## src/rtl/bem_pkg.sv

```systemverilog
package bem_pkg;
    localparam int LANES  = 4;
    localparam int BYTE_W = 8;
    localparam int WORD_W = LANES * BYTE_W;

    typedef logic [BYTE_W-1:0]             byte_t;
    typedef logic [WORD_W-1:0]             word_t;
    typedef logic [LANES-1:0][BYTE_W-1:0]  lanes_t;
    typedef logic [LANES-1:0]              lane_mask_t;
endpackage

```

## src/rtl/bem_lane_map.sv

```systemverilog
// Maps a 32-bit word onto four byte lanes (lane j = byte address offset j)
// and back, in big- or little-endian order.
module bem_lane_map
    import bem_pkg::*;
(
    input  logic   big_i,
    input  word_t  word_i,
    output lanes_t lanes_o,
    input  lanes_t lanes_i,
    output word_t  word_o
);
    generate
        for (genvar j = 0; j < LANES; j++) begin : g_lane
            localparam int MIRROR = LANES - 1 - j;
            // big-endian: lowest offset carries the most significant byte
            assign lanes_o[j] = big_i ? word_i[MIRROR*BYTE_W +: BYTE_W]
                                      : word_i[j*BYTE_W +: BYTE_W];
            assign word_o[j*BYTE_W +: BYTE_W] = big_i ? lanes_i[MIRROR]
                                                      : lanes_i[j];
        end
    endgenerate
endmodule

```

## src/rtl/bem_byte_array.sv

```systemverilog
// Byte storage organised as four lanes of NWORDS bytes each, with per-lane
// write enables and a combinational read of one word index.
module bem_byte_array
    import bem_pkg::*;
#(
    parameter  int NWORDS = 16,
    localparam int IDXW   = (NWORDS > 1) ? $clog2(NWORDS) : 1
) (
    input  logic            clk,
    input  logic            rst_n,
    input  logic [IDXW-1:0] wr_idx,
    input  lane_mask_t      lane_we,
    input  lanes_t          wr_lanes,
    input  logic [IDXW-1:0] rd_idx,
    output lanes_t          rd_lanes
);
    localparam logic [IDXW:0] NWORDS_L = (IDXW+1)'(NWORDS);

    logic wr_ok;
    logic rd_ok;

    assign wr_ok = ({1'b0, wr_idx} < NWORDS_L);
    assign rd_ok = ({1'b0, rd_idx} < NWORDS_L);

    generate
        for (genvar j = 0; j < LANES; j++) begin : g_lane
            byte_t mem_d [NWORDS];
            byte_t mem_q [NWORDS];

            always_comb begin
                mem_d = mem_q;
                if (lane_we[j] && wr_ok) begin
                    mem_d[wr_idx] = wr_lanes[j];
                end
            end

            always_ff @(posedge clk or negedge rst_n) begin
                if (!rst_n) begin
                    for (int w = 0; w < NWORDS; w++) begin
                        mem_q[w] <= '0;
                    end
                end else begin
                    mem_q <= mem_d;
                end
            end

            assign rd_lanes[j] = rd_ok ? mem_q[rd_idx] : '0;
        end
    endgenerate

    // a write touches no lane, exactly one lane, or the whole word
    AST_LANE_WE_SHAPE: assert property (@(posedge clk) disable iff (!rst_n)
        ($countones(lane_we) <= 1) || (lane_we == '1));
endmodule

```

## src/rtl/bem_byte_memory.sv

```systemverilog
// Byte-addressed memory with a word port, selectable byte order, an address
// register and a data register in front of the storage.
module bem_byte_memory
    import bem_pkg::*;
#(
    parameter  int DEPTH = 64,
    localparam int AW    = $clog2(DEPTH)
) (
    input  logic          clk,
    input  logic          rst_n,
    input  logic          req_valid,
    input  logic          req_write,
    input  logic          req_word,
    input  logic          req_big,
    input  logic [AW-1:0] req_addr,
    input  logic [31:0]   req_wdata,
    output logic [AW-1:0] held_addr,
    output logic [31:0]   held_data,
    output logic          misaligned
);
    localparam int            NWORDS  = DEPTH / LANES;
    localparam int            IDX_W   = AW - 2;
    localparam logic [AW:0]   DEPTH_L = (AW+1)'(DEPTH);

    typedef struct packed {
        logic [AW-1:0] addr;
        word_t         data;
        logic          misal;
    } regs_t;

    regs_t            st_d;
    regs_t            st_q;
    logic [IDX_W-1:0] idx;
    logic [1:0]       lane;
    logic             in_range;
    logic             unaligned;
    lane_mask_t       lane_we;
    lanes_t           wr_lanes;
    lanes_t           map_lanes;
    lanes_t           rd_lanes;
    word_t            rd_word;

    assign idx       = req_addr[AW-1:2];
    assign lane      = req_addr[1:0];
    assign in_range  = ({1'b0, req_addr} < DEPTH_L);
    assign unaligned = req_word && (lane != 2'b00);

    bem_lane_map u_map (
        .big_i   (req_big),
        .word_i  (req_wdata),
        .lanes_o (map_lanes),
        .lanes_i (rd_lanes),
        .word_o  (rd_word)
    );

    bem_byte_array #(
        .NWORDS (NWORDS)
    ) u_array (
        .clk      (clk),
        .rst_n    (rst_n),
        .wr_idx   (idx),
        .lane_we  (lane_we),
        .wr_lanes (wr_lanes),
        .rd_idx   (idx),
        .rd_lanes (rd_lanes)
    );

    always_comb begin
        st_d     = st_q;
        lane_we  = '0;
        wr_lanes = req_word ? map_lanes : {LANES{req_wdata[BYTE_W-1:0]}};
        if (req_valid) begin
            st_d.addr  = req_addr;
            st_d.misal = unaligned;
            if (!unaligned) begin
                if (req_write) begin
                    if (in_range) begin
                        lane_we = req_word ? '1 : lane_mask_t'(4'b0001 << lane);
                    end
                    st_d.data = req_word ? req_wdata
                                         : {{(WORD_W-BYTE_W){1'b0}}, req_wdata[BYTE_W-1:0]};
                end else if (!in_range) begin
                    st_d.data = '0;
                end else begin
                    st_d.data = req_word ? rd_word
                                         : {{(WORD_W-BYTE_W){1'b0}}, rd_lanes[lane]};
                end
            end
        end
    end

    always_ff @(posedge clk or negedge rst_n) begin
        if (!rst_n) begin
            st_q <= '0;
        end else begin
            st_q <= st_d;
        end
    end

    assign held_addr  = st_q.addr;
    assign held_data  = st_q.data;
    assign misaligned = st_q.misal;

    AST_ADDR_CAPTURE: assert property (@(posedge clk) disable iff (!rst_n)
        req_valid |=> held_addr == $past(req_addr));
    AST_ADDR_HOLD: assert property (@(posedge clk) disable iff (!rst_n)
        !req_valid |=> $stable(held_addr));
    AST_DATA_HOLD: assert property (@(posedge clk) disable iff (!rst_n)
        !req_valid |=> $stable(held_data) && $stable(misaligned));
    AST_MISALIGN_REFUSE: assert property (@(posedge clk) disable iff (!rst_n)
        req_valid && req_word && (req_addr[1:0] != 2'b00)
        |=> misaligned && $stable(held_data));
    AST_BYTE_ZERO_EXT: assert property (@(posedge clk) disable iff (!rst_n)
        req_valid && !req_word |=> held_data[31:8] == '0);
    AST_WORD_WRITE_DATA: assert property (@(posedge clk) disable iff (!rst_n)
        req_valid && req_write && req_word && (req_addr[1:0] == 2'b00)
        |=> held_data == $past(req_wdata));
    AST_UNBACKED_READ_ZERO: assert property (@(posedge clk) disable iff (!rst_n)
        req_valid && !req_write && ({1'b0, req_addr} >= DEPTH_L)
        && !(req_word && (req_addr[1:0] != 2'b00))
        |=> held_data == '0);
endmodule

```

## config.mk

```make
export PLATFORM = sky130hd
export DESIGN_NAME = bem_byte_memory
export DESIGN_NICKNAME = d
export VERILOG_FILES = /design/src/rtl/bem_pkg.sv /design/src/rtl/bem_lane_map.sv /design/src/rtl/bem_byte_array.sv /design/src/rtl/bem_byte_memory.sv
export SDC_FILE = /design/constraint.sdc
export NUM_CORES = 1
export LEC_CHECK = 0
export CORE_ASPECT_RATIO = 0.5
export CORE_UTILIZATION = 40
export CTS_CLUSTER_SIZE = 8
export DETAILED_ROUTE_END_ITERATION = 12
export GPL_ROUTABILITY_DRIVEN = 0
export PLACE_DENSITY = 0.64
export SETUP_SLACK_MARGIN = 0.02
export SLEW_MARGIN = 20
export SYNTH_ARGS = -nofsm -noshare
export SYNTH_HDL_FRONTEND = slang
export SYNTH_HIERARCHICAL = 1
export SYNTH_SLANG_ARGS = --single-unit
```

## constraint.sdc

```tcl
create_clock -name clk -period 2 [get_ports clk]
set_clock_uncertainty 0.05 [all_clocks]
set_input_delay 0.3 -clock clk [delete_from_list [all_inputs] [get_ports clk]]
set_output_delay 0.3 -clock clk [all_outputs]
set_load 0.05 [all_outputs]
```

==> implementation parameters, run 1 <==
Parameter                              Value

Run status
  Outcome    complete, but fails checks
  Failing checks    setup timing

Finish
  Share of post-route cells with drive strength above 1    0.599
  Area taken by flip-flops and latches    approximately 14000 um^2
  Number of inserted filler cells in the final layout    about 5500
  Number of nets in the final layout    between 2000 and 2500
  Non-filler cells in the finished layout    around 3100
  Area taken by multi-input logic gates    ~14000 um^2
  Area overhead of the layout relative to synthesis    28.4%

Clock tree
  Clock tree from TritonCTS    yes
  Number of buffers on the longest clock path    3
  Clock insertion delay at the later pin of the skew report    a little over 600 ps
  CTS H-tree lvls    3
  Clock transition at the registers of the reported paths    about 50 ps
  CTS sink cnt    about 550
  TritonCTS Buffers    a little under 80
  Clock root buffer    clkbuf_16

Logic synthesis
  Count of warnings emitted by yosys    6
  Count of mapped cells out of synthesis    1827
  Synth Register Bits    551
  Mapped cell area    ~27000 um^2
  Synthesized area per cell    about 15 um^2
  Syn Nets    1871
  Sequential share of the synthesized area    0.508
  Synth cell types    42

Routing
  Uppermost routed layer    met4
  Vias after detailed routing    16856
  Antenna-violating nets left    0
  WL met2    ~32 mm
  Met1 layer wirelength in the final routing    32.6 mm
  Detailed-route wire length    roughly 70 mm
  Number of remaining DRC errors    0
  Routed via count divided by cell count    approximately 5.4
  Met3 wire len    ~2.4 mm
  Initial DRC count    between 900 and 1000
  Routed wire length per instance    22.3 um
  Total iterations of the first detailed-routing run    6

Floorplanning
  Die boundary height    about 190 um
  Total Die Area    around 69000 um^2
  Core area    about 67000 um^2
  Core Rows    67
  Die X    ~370 um
  Starting density of the core    0.405
  Boundary Pins    just over 80

Place
  Post-Place Setup Slack    -938 ps
  Placed wire-length estimate    47.4 mm
  Instance count after placement with tap cells included    around 3000
  Number of port buffers    slightly above 80

Setup path
  CP Capture Type    flop
  Critical path arrival    roughly 2700 ps
  Maximum fanout along the worst path    2
  Type of origin of the critical path    flop
  Worst path required time    roughly 2400 ps
  Kind of critical path    reg -> reg

GRT
  First-pass GRT wire length    between 100 and 150 mm
  Antenna violations before repair    2
  Global Route Usage Sum    0.205
  Pin count of the biggest net entering global routing    78
  Global-route congestion overflow total    0
  Vias in the first global route    around 18000

Pwr
  Overall power after layout    roughly 29000 uW
  Peak VDD IR    between 0.5 and 0.6 mV
  Power per cell area    823 nW/um^2
  Static power due to leakage    roughly 0.017 uW

Timing
  Unrepaired setup endpoints after global routing    yes
  Setup Total Neg Slack    -4400 ps
  Fin crit share    1.12
  Max Clk Rate    ~0.45 GHz
  # setup viols final    32
  Final hold vios    0
  Slew at the pin with the worst max-slew slack    616 ps
  Worst rel slew slack    0.588
  Post-layout min period    between 2000 and 2500 ps
  Final worst-path setup slack    -239 ps
  Pins over their slew limit    0

Job
  Max-cap viol count    0

Hold path
  Min-Delay Path Class    in -> async
-- worst paths after layout --
path,from,to,slack (ps),cells past startpoint
max,u_array/g_lane[3].mem_q[39],held_data[7],-240,9
min,rst_n,u_array/g_lane[1].mem_q[60],170,2
max reg2reg,u_array/g_lane[3].mem_q[39],held_data[7],-240,9
min reg2reg,held_data[25],held_data[25],420,2
max in group asynchronous,rst_n,u_array/g_lane[0].mem_q[25],910,3
min in group clk,req_addr[0],held_addr[0],200,3
-- where the power goes --
part / switching, uW / total (uW) / internal (uW)
sequential: 479 / 12600 / 12100
clock: 4560 / 11600 / 7000
combinational: 2230 / 4570 / 2340
-- cell type report --
cell class                      count  share of cell area
Tap cell                          897              0.0322
Clock buffer                       81              0.0575
Antenna cell                        2            0.000144
Timing Repair Buffer              415               0.116
Multi-Input combinational cell   1151               0.397
Clock inverter                      4             0.00122
Sequential cell                   551               0.395
-- kinds of logic (layout without fill, tap and decap cells) --
family                    after synthesis  count (layout)  synth area share
and+or+nand+nor                       310             311            0.0716
AOI/OAI and AO/OA                     105             105            0.0283
muxes                                 734             734             0.366
other                                   0               2                 0
DFF                                   551             551             0.508
buffers and inverters                 126             500            0.0264
xor gates and xnor gates                1               1          0.000323
-- registers in the layout (all words and copies together) (netlist names) --
signal	flops
u_array/g_lane.mem_q	512
held_data	32
held_addr	6
misaligned	1
-- metrics by stage --
step	hold WS, ps	instance area, um^2	utilization
CTS	152	34400	0.513
global route	174	34900	0.520
global placement	192	31700	0.473
detailed placement	194	31700	0.473
floorplan	-45.6	27800	-
finish	167	34900	0.520
-- layout by cell type (no fill, tap or decap), drive strengths merged, types with 3 or more instances in the layout --
cell type,Yosys,final
a21oi,10,10
buf,69,339
nor2b,16,16
nand3b,9,9
nor3,3,3
nand2,150,150
clkdlybuf4s15,0,3
nand3,37,37
o31ai,6,6
inv,0,3
nand4,3,3
mux2,606,606
a211oi,15,15
dlygate4sd2,0,35
clkdlybuf4s50,0,35
mux4,128,128
a22oi,70,70
or3,3,3
clkbuf,57,81
nor3b,7,7
dfrtp,551,551
nor2,59,60
nand2b,18,18
-- cells in the mapped netlist, drive strengths merged --
cell type | n | share of area
o221a | 1 | 0.00041
nand4 | 3 | 0.0014
buf | 69 | 0.019
nand3b | 9 | 0.0053
nor2b | 16 | 0.0037
a211oi | 15 | 0.0041
mux2 | 606 | 0.26
or4 | 1 | 0.00028
dfrtp | 551 | 0.51
nor2 | 59 | 0.022
a221o | 1 | 0.00037
and2 | 2 | 0.00046
o21ai | 1 | 0.00018
a2111oi | 1 | 0.00032
or2 | 1 | 0.00023
a21oi | 10 | 0.0018
nor3 | 3 | 0.00055
nand3 | 37 | 0.0099
nand2 | 150 | 0.021
or3b | 1 | 0.00032
clkbuf | 57 | 0.0079
nand2b | 18 | 0.0042
nor3b | 7 | 0.0019
mux4 | 128 | 0.11
a22oi | 70 | 0.019
or3 | 3 | 0.00069
xnor2 | 1 | 0.00032
o31ai | 6 | 0.0017
-- what timing repair did --
action / CTS / global route
endpoints found under the hold margin: 281 / 0
endpoints found under the setup margin: 107 / 225
cloned: 1 / 0
setup buffers: 19 / 26
resized for setup: 164 / 43
pin swaps: 44 / 29
hold buffers: 1 / 0
-- worst max-delay path: stages, from the launching register on --
cell      delay (ps)
dfrtp_1          380
mux4_2           510
a22oi_2          180
buf_4            160
nand2_4           60
mux2_4           260
nand2b_1          70
o221a_2          170
nor3_1            40
a221o_1          250
-- routing by layer --
layer  vias to the layer above  GRT usage
met5                         -          0
met4                         0     0.0784
met3                       110     0.0293
met2                       301      0.312
met1                      8960      0.296
li1                       7485          -
Note: power is estimated with default switching activity, not from simulation.
==> inputs of run 2 (changes only) <==
CTS_CLUSTER_DIAMETER = 30   (was default)
GPL_ROUTABILITY_DRIVEN = default   (was 0)
==> implementation parameters, run 2 (synthesis results as in run 1) <==
Parameter                              Value

Routing
  Detailed-route wire length    ~70 mm
  Number of remaining DRC errors    0
  Vias after detailed routing    around 17000
  Routed via count divided by cell count    between 5 and 6
  Antenna-violating nets left    0
  Initial DRC count    between 900 and 1000
  Routed wire length per instance    approximately 22 um
  Total iterations of the first detailed-routing run    8

Place
  Placed wire-length estimate    between 40 and 50 mm
  Instance count after placement with tap cells included    about 3000
  Post-Place Setup Slack    -938 ps
  Final RePlAce weighted congestion    0.889
  Number of port buffers    82
  Area of placed instances    about 32000 um^2

GRT
  Fraction of met3 tracks used by global routing    0.0320
  Global-route congestion overflow total    0
  Vias in the first global route    between 15000 and 20000
  Global Route Usage Sum    0.206
  GR Layer Usage met1    0.294
  Layer carrying the most global-route usage    met2
  Met2 global-route usage    0.316
  Pin count of the biggest net entering global routing    78
  Antenna violations before repair    2
  First-pass GRT wire length    about 110 mm

Finish
  Final non-filler cell area    approximately 36000 um^2
  Number of nets in the final layout    2245
  Share of post-route cells with drive strength above 1    0.612
  Non-filler cells in the finished layout    about 3200
  Biggest register    u_array/g_lane.mem_q
  Most frequent standard cell in the layout excluding fill and tap cells    dfrtp_1
  Area overhead of the layout relative to synthesis    32.7%
  Max reg flops    roughly 510
  Top library cells by usage in the layout, fill and taps aside    dfrtp_1, mux2_2, buf_4, mux2_4, mux4_2

Timing
  Max Clk Rate    roughly 0.45 GHz
  Pins over their slew limit    0
  Slew at the pin with the worst max-slew slack    about 640 ps
  Final hold vios    0
  Fin crit share    1.11
  Final worst-path setup slack    -230 ps
  Post-layout min period    between 2000 and 2500 ps
  Unrepaired setup endpoints after global routing    yes
  Setup Total Neg Slack    -4380 ps
  # setup viols final    32
  Worst rel slew slack    0.573

Setup path
  Beginning of the worst register-to-register path    u_array/g_lane[3].mem_q[39]
  Origin of the worst setup path    u_array/g_lane[3].mem_q[39]
  Slowest-stage cell, CP    mux4_2
  Reg2Reg Depth    9
  CP max stage delay    about 500 ps
  Kind of critical path    reg -> reg
  CP Capture Type    flop
  Crit-path cells    mux4_2 > a22oi_2 > buf_4 > nand2_4 > mux2_4 > nand2b_1 > o221a_2 > nor3_1 > a221o_1
  Worst path required time    between 2000 and 2500 ps
  Maximum fanout along the worst path    2
  Critical path arrival    2690 ps
  Worst path buffer plus inverter count    1
  Delay-heaviest family, CP    multiplexers
  Critical Path Stages    9
  Type of origin of the critical path    flop

Clock tree
  Clock transition at the registers of the reported paths    ~50 ps
  CTS sink cnt    between 500 and 600
  Clock root buffer    clkbuf_16
  Number of buffers on the longest clock path    3
  Clock insertion delay at the later pin of the skew report    ~640 ps
  CTS H-tree lvls    3
  Clock tree from TritonCTS    yes
  TritonCTS Buffers    99

Pwr
  Sequential cell fraction of total power    0.373
  Switching Fraction    0.243
  Power per cell area    936 nW/um^2
  Internal    25600 uW
  Overall power after layout    between 30000 and 40000 uW
  Portion of total power attributed to combinational logic    0.135
  Peak VDD IR    between 0.6 and 0.7 mV
  Net Switching    8180 uW
  Clock share of power    0.492
  Static power due to leakage    around 0.017 uW

Floorplanning
  Core Rows    67
  Total Die Area    around 70000 um^2
  Starting density of the core    0.405
  Die boundary height    186 um
  Die X    371 um
  Boundary Pins    83
  Core area    between 60000 and 70000 um^2

Run status
  Outcome    complete, but fails checks
  Failing checks    setup timing

Job
  Max-cap viol count    0

Hold path
  Min-Delay Path Class    in -> async
run 2: cell types whose count changed in the layout (fill, tap and decap cells not counted), sizes merged:
cell,change
clkbuf,+44
clkinv,+16
bufinv,+12
dlygate4sd2,-1
clkdlybuf4s50,+1
clkinvlp,+6
dlymetal6s2s,-1
buf,-17
run 2: final cells by class:
type / count / area [um^2]
Antenna cell: 2 / 5.00
Clock buffer: 124 / 2750
Clock inverter: 38 / 551
Fill cell: 5377 / 31000
Multi-Input combinational cell: 1151 / 13900
Sequential cell: 551 / 13800
Tap cell: 897 / 1120
Timing Repair Buffer: 398 / 3940
run 2: repair_timing:
action                     4_1_cts  5_1_grt
pin swaps                       53       26
buffers inserted                15       13
resized for setup              186       41
hold endpoints to repair       368        0
cloned                           1        0
hold buffers                     1        0
setup endpoints to repair       82      111
run 2: worst reg2reg max path, stage by stage, from the launching register on:
cell	delay (ps)
dfrtp_1	380
mux4_2	500
a22oi_2	170
buf_4	150
nand2_4	60
mux2_4	260
nand2b_1	70
o221a_2	170
nor3_1	40
a221o_1	260
run 2: metrics by stage:
stage / hold slack, ps / utilization
final: 137 / 0.537
after global routing: 139 / 0.537
after CTS: 114 / 0.532
after detailed placement: 194 / 0.473
after global placement: 192 / 0.473
after floorplan: -45.6 / -
run 2: final timing paths:
kind,end,slack [ps]
setup / recovery,held_data[7],-230
min in group clk,held_addr[0],170
setup reg to reg,held_data[7],-230
hold reg to reg,held_data[19],420
hold / removal,u_array/g_lane[1].mem_q[60],140
max in group asynchronous,u_array/g_lane[0].mem_q[28],920
run 2: power by group through the flow:
stage / clock (uW) / combinational [uW] / sequential, uW
floorplan: 0 / 2440 / 12800
global placement: 0 / 4230 / 12700
detailed placement: 0 / 4300 / 12700
CTS: 16900 / 4500 / 12600
global route: 17400 / 4850 / 12700
finish: 16600 / 4570 / 12600
run 2: layer usage:
layer,vias to the layer above,part of all wire
met2,316,0.46
met4,0,0.034
met5,-,0
li1,7559,-
met1,9016,0.47
met3,124,0.034
